--- config.mk ---
export PLATFORM = sky130hd
export DESIGN_NAME = pcseq_core
export DESIGN_NICKNAME = d
export VERILOG_FILES = /design/src/rtl/pcseq_pkg.sv /design/src/rtl/pcseq_irq_pick.sv /design/src/rtl/pcseq_target.sv /design/src/rtl/pcseq_stack.sv /design/src/rtl/pcseq_core.sv
export SDC_FILE = /design/constraint.sdc
export NUM_CORES = 1
export LEC_CHECK = 0
export ABC_AREA = 1
export CAP_MARGIN = 0
export CORE_MARGIN = 5
export CORE_UTILIZATION = 25
export DETAILED_ROUTE_END_ITERATION = 12
export DONT_BUFFER_PORTS = 1
export GPL_TIMING_DRIVEN = 0
export HOLD_SLACK_MARGIN = 0.12
export SLEW_MARGIN = 5
export SYNTH_ARGS = -nofsm -noshare
export SYNTH_HDL_FRONTEND = slang
export SYNTH_HIERARCHICAL = 1
export SYNTH_SLANG_ARGS = --single-unit
export TNS_END_PERCENT = 10
--- constraint.sdc ---
create_clock -name clk -period 8.69 [get_ports clk]
set_input_delay 1.738 -clock clk [delete_from_list [all_inputs] [get_ports clk]]
set_output_delay 1.738 -clock clk [all_outputs]
set_load 0.02 [all_outputs]
--- src/rtl/pcseq_pkg.sv ---
package pcseq_pkg;

    typedef enum logic [1:0] {
        ST_BOOT   = 2'd0,
        ST_RUN    = 2'd1,
        ST_VECTOR = 2'd2
    } seq_state_e;

    typedef enum logic [3:0] {
        SRC_HOLD  = 4'd0,
        SRC_INC   = 4'd1,
        SRC_JUMP  = 4'd2,
        SRC_CALL  = 4'd3,
        SRC_SCALL = 4'd4,
        SRC_LCALL = 4'd5,
        SRC_RET   = 4'd6,
        SRC_IRQ   = 4'd7
    } next_src_e;

endpackage

--- src/rtl/pcseq_irq_pick.sv ---
module pcseq_irq_pick #(
    parameter int N_IRQ    = 6,
    parameter int PC_W     = 12,
    parameter int VEC_BASE = 2,
    parameter int VEC_STEP = 2
) (
    input  logic [N_IRQ-1:0] req,
    output logic             any,
    output logic [N_IRQ-1:0] grant,
    output logic [PC_W-1:0]  vector
);

    assign any = |req;

    // scan from the top so the lowest requesting index is the one kept
    always_comb begin
        grant  = '0;
        vector = '0;
        for (int i = N_IRQ - 1; i >= 0; i--) begin
            if (req[i]) begin
                grant    = '0;
                grant[i] = 1'b1;
                vector   = PC_W'(VEC_BASE + VEC_STEP * i);
            end
        end
    end


    always_comb begin
        r8_grant_onehot_chk: assert ($onehot0(grant));
    end

endmodule

--- src/rtl/pcseq_target.sv ---
module pcseq_target #(
    parameter int PC_W      = 12,
    parameter int SLOT_W    = 4,
    parameter int LCALL_W   = 11,
    parameter int SLOT_BASE = 14,
    parameter int SLOT_STEP = 8
) (
    input  logic [PC_W-1:0]   pc_q,
    input  logic [PC_W-1:0]   tgt,
    input  logic [SLOT_W-1:0] slot,
    output logic [PC_W-1:0]   pc_inc,
    output logic [PC_W-1:0]   scall_addr,
    output logic [PC_W-1:0]   lcall_addr
);

    localparam int LOG_STEP = $clog2(SLOT_STEP);

    assign pc_inc     = pc_q + PC_W'(1);
    assign scall_addr = PC_W'(SLOT_BASE) + (PC_W'(slot) << LOG_STEP);
    assign lcall_addr = {{(PC_W - LCALL_W){1'b0}}, tgt[LCALL_W-1:0]};

endmodule

--- src/rtl/pcseq_stack.sv ---
module pcseq_stack #(
    parameter int DEPTH = 13,
    parameter int W     = 12
) (
    input  logic         clk,
    input  logic         rst_n,
    input  logic         push,
    input  logic         pop,
    input  logic [W-1:0] din,
    output logic [W-1:0] top,
    output logic         empty,
    output logic         full
);

    localparam int CNT_W = $clog2(DEPTH + 1);

    logic [W-1:0]     mem [DEPTH];
    logic [CNT_W-1:0] cnt;

    assign empty = (cnt == '0);
    assign full  = (cnt == CNT_W'(DEPTH));
    assign top   = empty ? '0 : mem[cnt - CNT_W'(1)];

    always_ff @(posedge clk or negedge rst_n) begin
        if (!rst_n) begin
            cnt <= '0;
        end else if (push && !full) begin
            cnt <= cnt + CNT_W'(1);
        end else if (pop && !empty) begin
            cnt <= cnt - CNT_W'(1);
        end
    end

    always_ff @(posedge clk) begin
        if (push && !full) begin
            mem[cnt] <= din;
        end
    end


    r10_depth_chk: assert property (@(posedge clk) disable iff (!rst_n)
        cnt <= CNT_W'(DEPTH));


    r10_full_hold_chk: assert property (@(posedge clk) disable iff (!rst_n)
        (full && push && !pop) |=> full);


    r7_pop_shrink_chk: assert property (@(posedge clk) disable iff (!rst_n)
        (pop && !push && full) |=> !full);

endmodule

--- src/rtl/pcseq_core.sv ---
module pcseq_core #(
    parameter int PC_W      = 12,
    parameter int DEPTH     = 13,
    parameter int N_IRQ     = 6,
    parameter int SLOT_W    = 4,
    parameter int LCALL_W   = 11,
    parameter int SLOT_BASE = 14,
    parameter int SLOT_STEP = 8,
    parameter int VEC_BASE  = 2,
    parameter int VEC_STEP  = 2
) (
    input  logic              clk,
    input  logic              rst_n,
    input  logic              step,
    input  logic              op_jump,
    input  logic              op_call,
    input  logic              op_scall,
    input  logic              op_lcall,
    input  logic              op_ret,
    input  logic [PC_W-1:0]   tgt,
    input  logic [SLOT_W-1:0] slot,
    input  logic [N_IRQ-1:0]  irq_req,
    input  logic              int_en_set,
    output logic [PC_W-1:0]   pc,
    output logic              int_en,
    output logic              stk_ovf,
    output logic              stk_unf
);

    import pcseq_pkg::*;

    seq_state_e state_q, state_d;
    next_src_e  src;

    logic [PC_W-1:0]  pc_inc, scall_addr, lcall_addr, vec_addr, stk_top;
    logic [PC_W-1:0]  pc_d;
    logic [N_IRQ-1:0] irq_grant;
    logic             irq_any, active, any_op, take_irq;
    logic             push, pop, stk_empty, stk_full;

    pcseq_target #(
        .PC_W(PC_W), .SLOT_W(SLOT_W), .LCALL_W(LCALL_W),
        .SLOT_BASE(SLOT_BASE), .SLOT_STEP(SLOT_STEP)
    ) i_target (
        .pc_q(pc), .tgt(tgt), .slot(slot),
        .pc_inc(pc_inc), .scall_addr(scall_addr), .lcall_addr(lcall_addr)
    );

    pcseq_irq_pick #(
        .N_IRQ(N_IRQ), .PC_W(PC_W), .VEC_BASE(VEC_BASE), .VEC_STEP(VEC_STEP)
    ) i_irq_pick (
        .req(irq_req), .any(irq_any), .grant(irq_grant), .vector(vec_addr)
    );

    pcseq_stack #(.DEPTH(DEPTH), .W(PC_W)) i_stack (
        .clk(clk), .rst_n(rst_n), .push(push), .pop(pop), .din(pc_inc),
        .top(stk_top), .empty(stk_empty), .full(stk_full)
    );

    assign active   = (state_q == ST_RUN) && step;
    assign any_op   = op_ret | op_call | op_scall | op_lcall | op_jump;
    assign take_irq = active && !any_op && int_en && irq_any;

    // source selection; order encodes the strobe priority
    always_comb begin
        src = SRC_HOLD;
        if (active) begin
            if (take_irq)      src = SRC_IRQ;
            else if (op_ret)   src = stk_empty ? SRC_INC : SRC_RET;
            else if (op_call)  src = SRC_CALL;
            else if (op_scall) src = SRC_SCALL;
            else if (op_lcall) src = SRC_LCALL;
            else if (op_jump)  src = SRC_JUMP;
            else               src = SRC_INC;
        end
    end

    assign push = (src == SRC_IRQ) || (src == SRC_CALL) ||
                  (src == SRC_SCALL) || (src == SRC_LCALL);
    assign pop  = active && !take_irq && op_ret;

    always_comb begin
        unique case (src)
            SRC_HOLD:  pc_d = pc;
            SRC_INC:   pc_d = pc_inc;
            SRC_JUMP:  pc_d = tgt;
            SRC_CALL:  pc_d = tgt;
            SRC_SCALL: pc_d = scall_addr;
            SRC_LCALL: pc_d = lcall_addr;
            SRC_RET:   pc_d = stk_top;
            SRC_IRQ:   pc_d = vec_addr;
            default:   pc_d = pc;
        endcase
    end

    always_comb begin
        state_d = state_q;
        unique case (state_q)
            ST_BOOT:   state_d = ST_RUN;
            ST_RUN:    state_d = take_irq ? ST_VECTOR : ST_RUN;
            ST_VECTOR: state_d = ST_RUN;
            default:   state_d = ST_BOOT;
        endcase
    end

    always_ff @(posedge clk or negedge rst_n) begin
        if (!rst_n) state_q <= ST_BOOT;
        else        state_q <= state_d;
    end

    always_ff @(posedge clk or negedge rst_n) begin
        if (!rst_n) begin
            pc      <= '0;
            int_en  <= 1'b0;
            stk_ovf <= 1'b0;
            stk_unf <= 1'b0;
        end else begin
            pc <= pc_d;
            if (take_irq)        int_en <= 1'b0;
            else if (int_en_set) int_en <= 1'b1;
            if (push && stk_full)  stk_ovf <= 1'b1;
            if (pop && stk_empty)  stk_unf <= 1'b1;
        end
    end


    r1_boot_pc_chk: assert property (@(posedge clk) disable iff (!rst_n)
        (state_q == ST_BOOT) |-> (pc == '0));


    r2_inc_chk: assert property (@(posedge clk) disable iff (!rst_n)
        (state_q == ST_RUN && step && !any_op && !(int_en && irq_any))
        |=> (pc == PC_W'($past(pc) + 1)));


    r2_hold_chk: assert property (@(posedge clk) disable iff (!rst_n)
        (state_q != ST_RUN || !step) |=> $stable(pc));


    r9_vector_ie_chk: assert property (@(posedge clk) disable iff (!rst_n)
        (state_q == ST_VECTOR) |-> !int_en);


    r10_ovf_sticky_chk: assert property (@(posedge clk) disable iff (!rst_n)
        stk_ovf |=> stk_ovf);


    r11_unf_sticky_chk: assert property (@(posedge clk) disable iff (!rst_n)
        stk_unf |=> stk_unf);


    r6_lcall_low_chk: assert property (@(posedge clk) disable iff (!rst_n)
        (active && op_lcall && !op_ret && !op_call && !op_scall)
        |=> (pc[PC_W-1:LCALL_W] == '0));

endmodule

# == Word-level counts from Yosys, hierarchy flattened ==
# Memory sizes are Yosys's and may differ from the RTL's.
# Index checks and enable logic that the tools add are counted.
# totals
reg_bits,21
ram_bits,156
in_bits,31
output_inout_bits,15
elab_cells,74
n_memories,1
# mem_list
memory,depth,word_bits,read_ports,rd_clocked_by_memory_dff,write_ports,line,rtl
i_stack.mem,13,12,1,0,1,pcseq_stack.sv:17,logic [W-1:0] mem [DEPTH];
# op_classes
n_addsub,4
eq_ne,10
n_mux,24
bitwise,4
n_reduce_logical,25
# op_table
cell,count
12-bit one-hot mux with 6 select lines,1
4-bit 2-to-1 mux,9
3-bit 2-to-1 mux,6
4-bit by 3-bit == test with 1-bit output (second input constant),4
12-bit by 1-bit adder with 12-bit output (second input constant),1
12-bit 2-to-1 mux,1
1-bit logical AND,10
4-bit by 7-bit adder with 8-bit output (first input constant),1
4-bit by 2-bit == test with 1-bit output (second input constant),2
6-bit nonzero test,1
6-bit OR reduction,1
4-bit by 1-bit adder with 4-bit output (second input constant),1
4-bit by 1-bit == test with 1-bit output (second input constant),1
4-bit == test (second input constant),1
1-bit logical NOT,4
4-bit logical NOT,1
1-bit 2-to-1 mux,4
2-bit 2-to-1 mux,2
1-bit bitwise OR,4
2-bit one-hot mux with 2 select lines,1
2-bit nonzero test,2
2-bit OR reduction,2
4-bit by 1-bit subtractor with 4-bit output (second input constant),1
1-bit logical OR,3
3 further kinds,3

# == Logic depth before layout (Yosys ltp) ==
# Gate-level depths: netlist (run 1).
# logic_depth
word_depth,17
depth_mapped,19
depth_no_buf,16

# == Cells and area by module ==
# Netlist (run 1), hierarchy kept.
# by_module_without_submodules
module,n_inst,cells_each,area_per_inst_um2,seq_area_each_um2
pcseq_stack,1,639,6855.3,4784.6
pcseq_core,1,262,1690.4,425.4
pcseq_target,1,76,450.4,0.0
pcseq_irq_pick,1,31,168.9,0.0

# == Least setup slack after synthesis (run 1) ==
# Ideal clock, no wire load.
# synth_path
path_type,input port to flip-flop
start,input irq_req[0]
end,memory i_stack.mem[10][0] (enable)
setup_time_ns,0.396
arrival_ns,3.719
required_time_ns,8.294
path_slack_ns,4.574
cell_stages,12
n_path_buf,1
path_cell_list,inv_1 -> nand3_1 -> nand3_1 -> nor2_4 -> nand2_2 -> nand2_1 -> nand2_2 -> nand2_4 -> buf_4 -> and2_1 -> o21ai_2 -> nor3_1
# synth_via
elab_chain_len,11
elab_cells_between_ends,14
classes_between,4 x eq/ne; 4 x mux; 6 x reduce/logical
# synth_rtl
element,line,rtl
start: declaration,pcseq_core.sv:22,"input logic [N_IRQ-1:0] irq_req,"
6-bit OR reduction *,pcseq_irq_pick.sv:13,assign any = |req;
via irq_any,pcseq_core.sv:38,"logic irq_any, active, any_op, take_irq;"
1-bit logical AND *,pcseq_core.sv:62,assign take_irq = active && !any_op && int_en && irq_any;
3-bit 2-to-1 mux *,pcseq_core.sv:68,if (take_irq) src = SRC_IRQ;
4-bit 2-to-1 mux *,pcseq_core.sv:67,if (active) begin
4-bit by 3-bit == test with 1-bit output / 4-bit by 2-bit == test with 1-bit output (equally long branches),pcseq_core.sv:78,assign push = (src == SRC_IRQ) || (src == SRC_CALL) ||
1-bit logical OR (2 in series),pcseq_core.sv:78,
1-bit logical OR *,pcseq_core.sv:79,(src == SRC_SCALL) || (src == SRC_LCALL);
via push,pcseq_core.sv:39,"logic push, pop, stk_empty, stk_full;"
1-bit logical AND *,pcseq_stack.sv:35,if (push && !full) begin
1-bit 2-to-1 mux *,pcseq_stack.sv:35,
1-bit 2-to-1 mux (not written as such) *,pcseq_stack.sv:36,mem[cnt] <= din;
end: declaration,pcseq_stack.sv:17,
# The timed path passes the listed nets; every way through them passes the cells marked *.

# == Final worst setup path (run 1) ==
# layout_path
start,register i_stack.cnt[0]
end,memory i_stack.mem[11][5] (enable)
# layout_via
elab_chain_len,12
elab_cells_between_ends,17
classes_between,5 x eq/ne; 6 x mux; 6 x reduce/logical
# layout_rtl
element,line,rtl
start: declaration,pcseq_stack.sv:18,logic [CNT_W-1:0] cnt;
start signal: assignment,pcseq_stack.sv:28,cnt <= cnt + CNT_W'(1);
start signal: assignment,pcseq_stack.sv:30,cnt <= cnt - CNT_W'(1);
4-bit logical NOT *,pcseq_stack.sv:20,assign empty = (cnt == '0);
via stk_empty,pcseq_core.sv:39,
3-bit 2-to-1 mux * (2 in series),pcseq_core.sv:69,else if (op_ret) src = stk_empty ? SRC_INC : SRC_RET;
3-bit 2-to-1 mux *,pcseq_core.sv:68,
4-bit 2-to-1 mux *,pcseq_core.sv:67,
4-bit by 3-bit == test with 1-bit output / 4-bit by 2-bit == test with 1-bit output (equally long branches),pcseq_core.sv:78,
1-bit logical OR (2 in series),pcseq_core.sv:78,
1-bit logical OR *,pcseq_core.sv:79,
via push,pcseq_core.sv:39,
1-bit logical AND *,pcseq_stack.sv:35,
1-bit 2-to-1 mux *,pcseq_stack.sv:35,
1-bit 2-to-1 mux (not written as such) *,pcseq_stack.sv:36,
# Marked as above.

==> results.sh, run 1 <==
export IMPL_fp_row_count=70
export IMPL_slowest_delay_ps=930
export IMPL_io_buffers=0
export IMPL_cts_setup_buffers=0
export IMPL_h_tree_depth=4
export IMPL_grt_pass1_wl_um=38200
export IMPL_arrival_ps=4810
export IMPL_setup_viol_count_final=0
export IMPL_dp_hpwl_um=17200
export IMPL_clockBufferDepth=2
export IMPL_grtUsageTotal=0.121
export IMPL_hold_viol=0
export IMPL_cp_start_kind="flop"
export IMPL_internal_power_mw=2.15
export IMPL_netlist_area_um2=9140
export IMPL_syn_inst=1002
export IMPL_ir_worst_vdd_v=0.000187
export IMPL_fmax_ghz=0.210
export IMPL_cts_resized=0
export IMPL_min_path_type="flop to flop"
export IMPL_fp_coreArea_um2=36300
export IMPL_required_ps=8730
export IMPL_maxSlewViolCount=0
export IMPL_path_clk_slew_ps=60
export IMPL_synth_area_per_cell_um2=9.12
export IMPL_p_leak_nw=4.41
export IMPL_max_slew_margin=0.195
export IMPL_tns_ps=0
export IMPL_tightest_slew_ps=1200
export IMPL_rsz0062_at_grt="false"
export IMPL_fin_crit_ps=4770
export IMPL_post_route_period_util=0.549
export IMPL_dr_pass1_iters=5
export IMPL_drt_vias_per_instance=4.43
export IMPL_sw_frac_of_total=0.451
export IMPL_dieWidth_um=201
export IMPL_finClkSkew_ps=6.80
export IMPL_vias=6734
export IMPL_drv_cap=0
export IMPL_seqPwrFrac=0.334
export IMPL_syn_to_final_growth_pct=14.8
export IMPL_switching_power_mw=1.77
export IMPL_final_nets=1076
export IMPL_start_util=0.251
export IMPL_clockPowerShare=0.204
export IMPL_cts_sinks=177
export IMPL_ant_nets=0
export IMPL_routed_wl_um=24600
export IMPL_die_area_um2=40500
export IMPL_drcViolationCount=0
export IMPL_diodes=0
export IMPL_place_congestion=0.943
export IMPL_cts_buffers=17
export IMPL_grt_pass1_vias=6451
export IMPL_crit_fanout=12
export IMPL_cp_slowest_cell="nor2_1"
export IMPL_wl_per_cell_um=16.2
export IMPL_comb_power_share=0.462
export IMPL_cts_root_buf="clkbuf_16"
export IMPL_grt_max_degree=22
export IMPL_status="finished clean"
export IMPL_antenna_found_initial=0
export IMPL_drive_gt1_frac=0.163
export IMPL_clock_latency_ps=430
export IMPL_total_power_mw=3.92
export IMPL_gr_total_overflow=0
export IMPL_worst_setup_path_end_kind="flop"
export IMPL_drt_initial_drc_count=634
export IMPL_pin_count=46
export IMPL_worst_r2r_setup_slack_ps=3920
export IMPL_die_y_um=201
export IMPL_power_density_nw_per_um2=374
export IMPL_criticalPathCategory="flop to flop"
export IMPL_crit_chain="inv_1 -> buf_2 -> buf_2 -> ha_1 -> nand2_1 -> inv_1 -> nor2_4 -> nor2_4 -> nand2_2 -> buf_4 -> buf_2 -> nand2_1 -> and2_1 -> o21ai_2 -> inv_1 -> nand2_1 -> nor2_1"
export IMPL_tritoncts="done"
export IMPL_hold_buffers=0
export IMPL_ys_warnings_count=6
[critical path, delay by kind of cell (launching register included)]
kind            cells  cell delay [ps]
compound gates      1              140
fa+ha+maj           1              370
buf+inv             7             1450
flops               1              450
simple gates        8             1950
[sequential cells by signal, indices dropped and copies added (netlist names)]
name,count
i_stack/mem,156
int_en,1
pc,12
state_q,2
stk_ovf,1
i_stack/cnt,4
stk_unf,1
[metrics by stage]
step	util	area [um2]	cells	worst slack, ps	hold WS (ps)
2_1_floorplan	-	9190	1016	4570	430
3_3_place_gp	0.269	9780	1484	3570	447
3_5_place_dp	0.271	9860	1487	3800	468
4_1_cts	0.288	10500	1519	3920	475
5_1_grt	0.289	10500	1520	3660	505
6_report	0.289	10500	1520	3920	471
[layout make-up]
type / count / area, um2
fill: 3744 / 25900
sequential: 177 / 5210
multi-input combinational: 667 / 3210
tap: 468 / 586
buffer: 76 / 475
clock buffer: 17 / 425
inverter: 96 / 360
clock inverter: 15 / 188
timing repair buffer: 4 / 45.0
[power by group through the flow]
stage / Sequential (mW) / Combinational, mW / Clock, mW
final: 1.31 / 1.81 / 0.801
after global routing: 1.33 / 1.99 / 0.849
after CTS: 1.31 / 1.79 / 0.815
after detailed placement: 1.33 / 1.78 / 0
after global placement: 1.33 / 1.74 / 0
after floorplan: 1.28 / 1.16 / 0
[worst paths after layout]
kind	startpoint	to	depth (start not counted)
worst min register to register	state_q[0]	state_q[0]	1
min in group asynchronous	rst_n	stk_unf	0
worst min-delay path	state_q[0]	state_q[0]	1
worst max register to register	i_stack/cnt[0]	i_stack/mem[11][5]	17
max in group asynchronous	rst_n	i_stack/cnt[0]	0
worst max-delay path	i_stack/cnt[0]	i_stack/mem[11][5]	17
[layout by cell type, fill, tap and decap left out, types with 5 or more instances in the layout]
master / n
a21oi_1: 27
a21oi_2: 11
buf_2: 29
buf_4: 33
buf_6: 8
clkbuf_1: 9
clkbuf_16: 17
conb_1: 17
dfrtp_1: 21
edfxtp_1: 156
ha_1: 6
inv_1: 80
inv_2: 15
nand2_1: 323
nand2_2: 10
nand3_1: 121
nand3_2: 11
nand4_1: 27
nor2_1: 75
nor2_4: 5
xor2_2: 5
[per-layer routing]
metal | wire (um) | vias to the layer above | share of wire | global-route usage
li1 | - | 3322 | - | -
met1 | 11200 | 3174 | 0.46 | 0.167
met2 | 11200 | 204 | 0.45 | 0.190
met3 | 1550 | 34 | 0.063 | 0.0232
met4 | 642 | 0 | 0.026 | 0.0420
met5 | 0 | - | 0 | 0
Note: power is estimated with default switching activity, not from simulation.
==> run 2: changes to the inputs <==
Settings changed: ABC_AREA 1 to 0.
Clock period 8.69 ns to 4.86 ns, I/O delays scaled along.
==> run 2 against run 1 <==
The run now ends with negative setup slack left. Flip-flop and latch count unchanged. Power increased by 59%. Hold slack got worse by 250 ps. First-iteration DRC count decreased by 25%. Non-clock buffer count decreased by 7. Core utilization about the same. Highest routed layer unchanged. Sequential power increased by 77%. Global-route usage decreased by 1.0 points. Final area decreased by 5.5%. Routed wire length decreased by 14%. Clock power increased by 59%.
==> results.sh, run 2 <==
export IMPL_status="finished with violations"
export IMPL_violations="negative setup slack"
export IMPL_io_buffers=0
export IMPL_p_leak_nw=3.30
export IMPL_crit_fanout=12
export IMPL_final_cell_mix="156 x edfxtp_1, 36 x mux4_2, 30 x buf_4"
export IMPL_ir_worst_vdd_v=0.000274
export IMPL_min_path_type="input port to async pin"
export IMPL_diodes=0
export IMPL_timing_hold_ws_ps=219
export IMPL_reg2reg_from="i_stack/cnt[0]"
export IMPL_place_congestion=0.908
export IMPL_routed_wl_um=21200
export IMPL_drive_gt1_frac=0.224
export IMPL_required_ps=4900
export IMPL_final_nets=670
export IMPL_r2r_end="i_stack/mem[3][5]"
export IMPL_synth_area_per_cell_um2=14.5
export IMPL_maxSlewViolCount=0
export IMPL_antenna_found_initial=0
export IMPL_h_tree_depth=4
export IMPL_fmax_ghz=0.203
export IMPL_slowest_delay_ps=1000
export IMPL_dieWidth_um=196
export IMPL_path_clk_slew_ps=70
export IMPL_arrival_ps=4970
export IMPL_grt_max_degree=22
export IMPL_fp_coreArea_um2=34400
export IMPL_fillers=3516
export IMPL_mostFrequentLayoutCell="edfxtp_1"
export IMPL_grt_pass1_vias=5214
export IMPL_drcViolationCount=0
export IMPL_cp_slowest_cell="nor2_1"
export IMPL_grt_pass1_wl_um=32000
export IMPL_dr_pass1_iters=5
export IMPL_grtUsageTotal=0.110
export IMPL_tightest_slew_ps=1260
export IMPL_max_slew_margin=0.159
export IMPL_crit_chain="buf_4 -> buf_6 -> inv_1 -> ha_1 -> or3b_4 -> inv_1 -> nor2b_1 -> clkbuf_1 -> nor3_1 -> a31o_2 -> buf_6 -> nor2_1 -> nand2b_1 -> nor2_1"
export IMPL_post_route_period_util=1.01
export IMPL_worst_r2r_setup_slack_ps=-70
export IMPL_cts_resized=3
export IMPL_setup_viol_count_final=15
export IMPL_tritoncts="done"
export IMPL_drt_initial_drc_count=474
export IMPL_cts_buffers=17
export IMPL_ys_warnings_count=6
export IMPL_wl_per_cell_um=19.2
export IMPL_die_area_um2=38500
export IMPL_start_util=0.252
export IMPL_syn_to_final_growth_pct=14.4
export IMPL_clock_latency_ps=440
export IMPL_worst_setup_path_end_kind="flop"
export IMPL_hold_buffers=0
export IMPL_drt_vias_per_instance=4.73
export IMPL_netlist_area_um2=8670
export IMPL_r2r_cells=14
export IMPL_setup_slack_ps=-67.9
export IMPL_clockBufferDepth=2
export IMPL_ant_nets=0
export IMPL_fp_row_count=68
export IMPL_power_density_nw_per_um2=628
export IMPL_pin_count=46
export IMPL_finClkSkew_ps=18.1
export IMPL_fin_crit_ps=4930
export IMPL_hold_viol=0
export IMPL_worstSetupStartpoint="i_stack/cnt[0]"
export IMPL_criticalPathCategory="flop to flop"
export IMPL_rsz0062_at_grt="true"
export IMPL_cts_sinks=177
export IMPL_tns_ps=-769
export IMPL_die_y_um=196
export IMPL_cts_root_buf="clkbuf_16"
export IMPL_drv_cap=0
export IMPL_gr_total_overflow=0
export IMPL_syn_inst=598
export IMPL_largest_register="i_stack/mem"
export IMPL_largest_reg_flops=156
export IMPL_vias=5203
export IMPL_cts_setup_buffers=0
export IMPL_cp_start_kind="flop"
export IMPL_worstSetupEndpoint="i_stack/mem[3][5]"
export IMPL_dp_hpwl_um=14700
export IMPL_top_regs="i_stack/mem (156), pc (12), i_stack/cnt (4)"
[run 2: how the worst min path moves through the flow]
stage               startpoint  endpoint  slack (ps)  depth (start not counted)
global placement       stk_ovf   stk_ovf         660                          2
finish                   rst_n   stk_ovf         220                          0
global route             rst_n   stk_ovf         200                          0
floorplan              stk_unf   stk_unf         570                          1
CTS                      rst_n     pc[6]         200                          0
detailed placement      int_en    int_en         650                          2
[run 2: power by group]
group | leakage (nW) | switching (mW) | internal, mW
Clock | 0.260 | 0.566 | 0.701
Sequential | 1.65 | 0.235 | 2.09
Combinational | 1.39 | 1.62 | 1.01
Total | 3.30 | 2.42 | 3.80
[run 2: final cells by class]
cell class / count / area (um2) / share of cell area
multi-input combinational: 341 / 3050 / 0.308
timing repair buffer: 2 / 22.5 / 0.00227
clock buffer: 18 / 429 / 0.0433
buffer: 71 / 434 / 0.0438
inverter: 23 / 86.3 / 0.00870
sequential: 177 / 5210 / 0.525
clock inverter: 14 / 116 / 0.0117
tap: 455 / 569 / 0.0574
[run 2: per-stage QoR]
stage	power [mW]	utilization	worst slack (ps)	std cells	area [um2]
finish	6.23	0.289	-67.9	1101	9920
global route	6.50	0.289	-379	1101	9920
CTS	6.23	0.287	-45.9	1101	9880
detailed placement	4.95	0.271	-94.8	1069	9330
global placement	4.90	0.270	-660	1067	9290
floorplan	4.05	-	782	612	8720
[run 2: layer usage]
layer / share of wire / track usage / wire length (um) / vias up
li1: - / - / - / 2392
met1: 0.42 / 0.142 / 8910 / 2642
met3: 0.078 / 0.0361 / 1660 / 17
met2: 0.49 / 0.183 / 10400 / 152
met5: 0 / 0 / 0 / -
met4: 0.0098 / 0.0240 / 208 / 0
[run 2: critical path, delay by kind of cell (launching register included)]
family / cells / cell delay (ps)
AND/OR/NAND/NOR: 6 / 2230
buffers and inverters: 6 / 1250
flip-flops: 1 / 430
AO/OA/AOI/OAI: 1 / 320
adder cells (fa/ha/maj): 1 / 290
